===== src/rtl/wsg_pkg.sv =====
package wsg_pkg;
  typedef enum logic [2:0] {
    WC_NONE = 3'd0,
    WC_REG  = 3'd1,
    WC_MEM  = 3'd2,
    WC_VRD  = 3'd3,
    WC_VWR  = 3'd4,
    WC_SND  = 3'd5,
    WC_EXPL = 3'd6,
    WC_RSVD = 3'd7
  } wait_class_e;
endpackage


===== src/rtl/wsg_rst_sync.sv =====
module wsg_rst_sync #(
  parameter int STAGES = 2
) (
  input  logic clk,
  input  logic rst_n,
  output logic rst_sync_n
);
  logic [STAGES-1:0] sync_q;

  generate
    for (genvar i = 0; i < STAGES; i++) begin : g_stage
      if (i == 0) begin : g_first
        always_ff @(posedge clk or negedge rst_n) begin
          if (!rst_n) sync_q[i] <= 1'b0;
          else        sync_q[i] <= 1'b1;
        end
      end else begin : g_next
        always_ff @(posedge clk or negedge rst_n) begin
          if (!rst_n) sync_q[i] <= 1'b0;
          else        sync_q[i] <= sync_q[i-1];
        end
      end
    end
  endgenerate

  assign rst_sync_n = sync_q[STAGES-1];
endmodule


===== src/rtl/wsg_sel.sv =====
module wsg_sel
  import wsg_pkg::*;
#(
  parameter int CNT_W  = 5,
  parameter int BASE_N = 1,
  parameter int VRD_N  = 16,
  parameter int VWR_N  = 17,
  parameter int SND_N  = 24
) (
  input  logic [2:0]       cls,
  input  logic [CNT_W-1:0] expl_count,
  input  logic             turbo,
  input  logic             vid_wait_en,
  output logic [CNT_W-1:0] wait_val
);
  localparam logic [CNT_W-1:0] BASE_V = CNT_W'(BASE_N);
  localparam logic [CNT_W-1:0] VRD_V  = CNT_W'(VRD_N);
  localparam logic [CNT_W-1:0] VWR_V  = CNT_W'(VWR_N);
  localparam logic [CNT_W-1:0] SND_V  = CNT_W'(SND_N);

  wait_class_e cls_e;
  assign cls_e = wait_class_e'(cls);

  always_comb begin
    wait_val = '0;
    unique case (cls_e)
      WC_NONE: wait_val = '0;
      WC_REG:  wait_val = BASE_V;
      WC_MEM:  wait_val = turbo ? '0 : BASE_V;
      WC_VRD:  wait_val = vid_wait_en ? VRD_V : BASE_V;
      WC_VWR:  wait_val = vid_wait_en ? VWR_V : BASE_V;
      WC_SND:  wait_val = SND_V;
      WC_EXPL: wait_val = expl_count;
      WC_RSVD: wait_val = '0;
      default: wait_val = '0;
    endcase
  end
endmodule


===== src/rtl/wsg_cnt.sv =====
module wsg_cnt #(
  parameter int CNT_W = 5
) (
  input  logic             clk,
  input  logic             rst_n,
  input  logic             load_en,
  input  logic [CNT_W-1:0] load_val,
  input  logic             tick,
  output logic [CNT_W-1:0] cnt_q,
  output logic             ready
);
  logic [CNT_W-1:0] cnt_d;
  logic             busy;
  logic             cnt_en;

  assign busy   = |cnt_q;
  assign cnt_en = load_en | (tick & busy);

  always_comb begin
    cnt_d = cnt_q;
    if (load_en)           cnt_d = load_val;
    else if (tick && busy) cnt_d = cnt_q - CNT_W'(1);
  end

  always_ff @(posedge clk or negedge rst_n) begin
    if (!rst_n)      cnt_q <= '0;
    else if (cnt_en) cnt_q <= cnt_d;
  end

  assign ready = ~busy;
endmodule


===== src/rtl/wait_state_gen.sv =====
module wait_state_gen #(
  parameter int CNT_W       = 5,
  parameter int BASE_N      = 1,
  parameter int VRD_N       = 16,
  parameter int VWR_N       = 17,
  parameter int SND_N       = 24,
  parameter int SYNC_STAGES = 2
) (
  input  logic             clk,
  input  logic             rst_n,
  input  logic             tick,
  input  logic             ld,
  input  logic             ld_dbg,
  input  logic [2:0]       ld_class,
  input  logic [CNT_W-1:0] ld_count,
  input  logic             turbo,
  input  logic             vid_wait_en,
  output logic             rdy
);
  logic             rst_sync_n;
  logic [CNT_W-1:0] wait_val;
  logic [CNT_W-1:0] cnt_q;
  logic             load_en;

  wsg_rst_sync #(.STAGES(SYNC_STAGES)) u_rst (
    .clk        (clk),
    .rst_n      (rst_n),
    .rst_sync_n (rst_sync_n)
  );

  wsg_sel #(
    .CNT_W (CNT_W), .BASE_N(BASE_N), .VRD_N(VRD_N),
    .VWR_N (VWR_N), .SND_N (SND_N)
  ) u_sel (
    .cls         (ld_class),
    .expl_count  (ld_count),
    .turbo       (turbo),
    .vid_wait_en (vid_wait_en),
    .wait_val    (wait_val)
  );

  // debug decodes never reach the counter
  assign load_en = ld & ~ld_dbg;

  wsg_cnt #(.CNT_W(CNT_W)) u_cnt (
    .clk      (clk),
    .rst_n    (rst_sync_n),
    .load_en  (load_en),
    .load_val (wait_val),
    .tick     (tick),
    .cnt_q    (cnt_q),
    .ready    (rdy)
  );
endmodule


===== config.mk =====
export PLATFORM = sky130hd
export DESIGN_NAME = wait_state_gen
export DESIGN_NICKNAME = d
export VERILOG_FILES = /design/src/rtl/wsg_pkg.sv /design/src/rtl/wsg_rst_sync.sv /design/src/rtl/wsg_sel.sv /design/src/rtl/wsg_cnt.sv /design/src/rtl/wait_state_gen.sv
export SDC_FILE = /design/constraint.sdc
export NUM_CORES = 1
export LEC_CHECK = 0
export BUFFER_PORTS_ARGS = -buffer_cell sky130_fd_sc_hd__clkbuf_2
export CORE_MARGIN = 1
export CORE_UTILIZATION = 30
export CTS_BUF_LIST = sky130_fd_sc_hd__clkbuf_4
export DETAILED_ROUTE_END_ITERATION = 10
export MAX_ROUTING_LAYER = met4
export PLACE_DENSITY = 0.56
export SLEW_MARGIN = 20
export SYNTH_ARGS = -nofsm -noshare
export SYNTH_HDL_FRONTEND = slang
export SYNTH_HIERARCHICAL = 1
export SYNTH_SLANG_ARGS = --single-unit

===== constraint.sdc =====
create_clock -name clk -period 1.93 [get_ports clk]
set_clock_uncertainty 0.2 [all_clocks]
set_input_delay 0.4825 -clock clk [delete_from_list [all_inputs] [get_ports clk]]
set_output_delay 0.4825 -clock clk [all_outputs]
set_load 0.01 [all_outputs]

==> impl_metrics.ini <==
[setup_path]
slowest_stage = or4b_4
critPathBufInv = 3
startpoint_type = flip-flop
worst_path_largest_cell_delay_ns = 0.46
crit_chain = inv_2, ha_4, or4b_4, inv_2, buf_6
critPathMaxFanout = 2
endpoint_kind = output port
reg2reg_slack_ns = 0.01
crit_arrival_ns = 1.46
critPathTopFamily = simple AND/OR/NAND/NOR gates
rr_startpoint = u_cnt/cnt_q[0]$_DFFE_PN0P_
path_common_cell = inv_2
crit_type = flip-flop to output port
r2r_end = u_cnt/cnt_q[0]$_DFFE_PN0P_
worstRegToRegCells = 6
worstPathRequired_ns = 1.25

[timing]
finalHoldViolCount = 0
min_period_over_period_pct = 111
timing.setup.tns_ns = -0.209
fin_crit_ns = 2.14
fin_ws_ns = -0.209
finalSetupViolCount = 1
rsz0062_at_grt = yes
fmax_ghz = 0.467
drv_slew = 0

[run_status]
outcome = finished with violations
violations = setup timing

[grt]
grt_pass1_wl_mm = 1.64
overflow = 0
grt_start_max_net_pins = 11
grt_pass1_vias = 426
antenna_found_initial = 0
gr-usage-all-layers_pct = 12.2

[cells_and_area]
num_antenna_cells = 0
multi_input_area_um2 = 309
drive_above_1_share_pct = 51.2
seq_area_um2 = 175
design_area_um2 = 711
nNetsFinal = 97
area_growth_pct = 44.9
fill_cells = 142
finalNonFillerCells = 96

[synth]
synth_area_um2 = 490
avgSynthCellArea_um2 = 9.43
yosysWarnings = 6
synth_area_leaders = dfrtp_1 (36%), a21oi_1 (5.1%), and3_1 (3.8%)
yosysMostFrequentCell = dfrtp_1
synth.distinct_cells = 29
syn_nets = 68
synth_ff_type = dfrtp_1
synth_edf_count = 0
synth_top_area_share_pct = 35.7
ys_seq_elements = 7
async_flop_share_pct = 100
synth_common_cells = dfrtp_1 (7), a21oi_1 (5), inv_1 (4)
seq_area_frac_synth_pct = 35.7
synth.largest_area_cell = dfrtp_1
syn_inst = 52

[routing]
drt_iter0_markers = 3
drt_wl_total_um = 968
drc = 0
wl_per_cell_um = 10.1
via_per_inst = 4.75
antenna_left = 0
drtPass1Iterations = 2
vias = 456

[power_and_ir_drop]
comb_power_share_pct = 39.0
p_seq_share_pct = 35.0
intPower_mw = 0.391
vdd_drop_max_mv = 0.304
switching_share_pct = 28.6
p_leak_nw = 0.346
power.share.clock_pct = 26.0
p_sw_mw = 0.157
p_per_area_mw_per_mm2 = 770

[min_path]
min_from = u_rst/sync_q[0]$_DFF_PN0_
holdPathEnd = u_rst/rst_sync_n$_DFF_PN0_
hold_path_depth = 0
hold_class = flip-flop to flip-flop

[run]
maxCapViolations = 0

[clock_network]
clock_tree.root_cell = clkbuf_4
htree_levels = 1
path_clk_slew_ns = 0.05
insertion_delay_ns = 0.24
clock_sinks = 7
cts_tree = done
ctsLongestPathBuffers = 2
cts-buffers-inserted = 3

[placement]
gp_congestion = 0.789
io_buffers = 15
dp_cells = 88
dp_hpwl_um = 746
dpl_cell_area_um2 = 627

[die]
die_h_um = 42.4
core_mm2 = 0.00152
initial_utilization_pct = 32.2
dieWidth_um = 42.4
ios = 16
dieArea_mm2 = 0.00180
num_rows = 14
==> cell usage in the layout, fill, tap and decap left out, drive strengths merged <==
cell type,instances
and3,4
inv,4
o211ai,1
nand4b,1
or3,2
clkbuf,18
o311ai,1
o31ai,2
nand2b,1
nor2,1
nor2b,6
a21oi,7
o31a,1
conb,1
and2b,1
dlygate4sd3,2
dfrtp,7
or4b,2
ha,1
o21ai,3
buf,9
o211a,1
nand2,4
==> kinds of logic (layout without fill, tap and decap cells) <==
group | Yosys count | after routing | synth area share [%]
and+or+nand+nor | 22 | 22 | 32.7
buffers and inverters | 5 | 33 | 3.82
DFF | 7 | 7 | 35.7
other | 1 | 1 | 0.765
adders and majority gates | 1 | 1 | 2.55
AOI/OAI and AO/OA | 16 | 16 | 24.5
==> power by group through the flow <==
| stage | logic, mW | clock network, mW | registers (mW) |
|---|---|---|---|
| final | 0.214 | 0.142 | 0.192 |
| after CTS | 0.206 | 0.149 | 0.192 |
| after global routing | 0.234 | 0.160 | 0.196 |
| after floorplan | 0.0970 | 0 | 0.193 |
| after global placement | 0.176 | 0 | 0.194 |
| after detailed placement | 0.173 | 0 | 0.194 |
==> final cells by class <==
| class | instances | area share, % |
|---|---|---|
| inverters | 4 | 2.11 |
| repair buffers | 25 | 22.7 |
| flip-flops and latches | 7 | 24.6 |
| multi-input cells | 40 | 43.5 |
| well taps | 16 | 2.82 |
| clock buffers | 4 | 4.23 |
==> through the flow <==
step | power [mW] | setup WS (ns) | hold WS [ns] | utilization (%)
after CTS | 0.547 | -0.224 | 0.149 | 46.2
after global routing | 0.589 | -0.262 | 0.152 | 46.6
after floorplan | 0.290 | 0.0674 | -0.146 | -
after global placement | 0.370 | 0.0194 | -0.121 | 41.1
after detailed placement | 0.368 | -0.00409 | -0.121 | 41.1
final | 0.548 | -0.209 | 0.144 | 46.6
==> flip-flops by register name (all words and copies together), names as in the netlist <==
register	flops
u_rst/rst_sync_n	1
u_cnt/cnt_q	5
u_rst/sync_q	1
==> metal layers <==
layer  vias to the layer above  track usage [%]  wire, µm
met5                         -                -         0
met4                         0             3.75         0
met3                         0             3.88         5
met2                         4             17.2       415
met1                       206             16.6       548
li1                        246                -         -
==> worst max-delay path by stage <==
stage	from	to	slack (ns)	cells after the start
6_report	u_cnt/cnt_q[0]$_DFFE_PN0P_	rdy	-0.21	5
3_5_place_dp	u_cnt/cnt_q[0]$_DFFE_PN0P_	rdy	-0.004	5
5_1_grt	u_cnt/cnt_q[0]$_DFFE_PN0P_	rdy	-0.26	5
2_1_floorplan	u_cnt/cnt_q[0]$_DFFE_PN0P_	rdy	0.07	4
4_1_cts	u_cnt/cnt_q[0]$_DFFE_PN0P_	rdy	-0.22	5
3_3_place_gp	u_cnt/cnt_q[0]$_DFFE_PN0P_	rdy	0.02	5
==> what timing repair did <==
action,4_1_cts,5_1_grt
resized for setup,5,2
hold endpoints to repair,7,0
setup endpoints to repair,2,3
buffers inserted,2,0
hold buffers,2,0
pin swaps,1,0
Power figures use the tool's default switching activity.
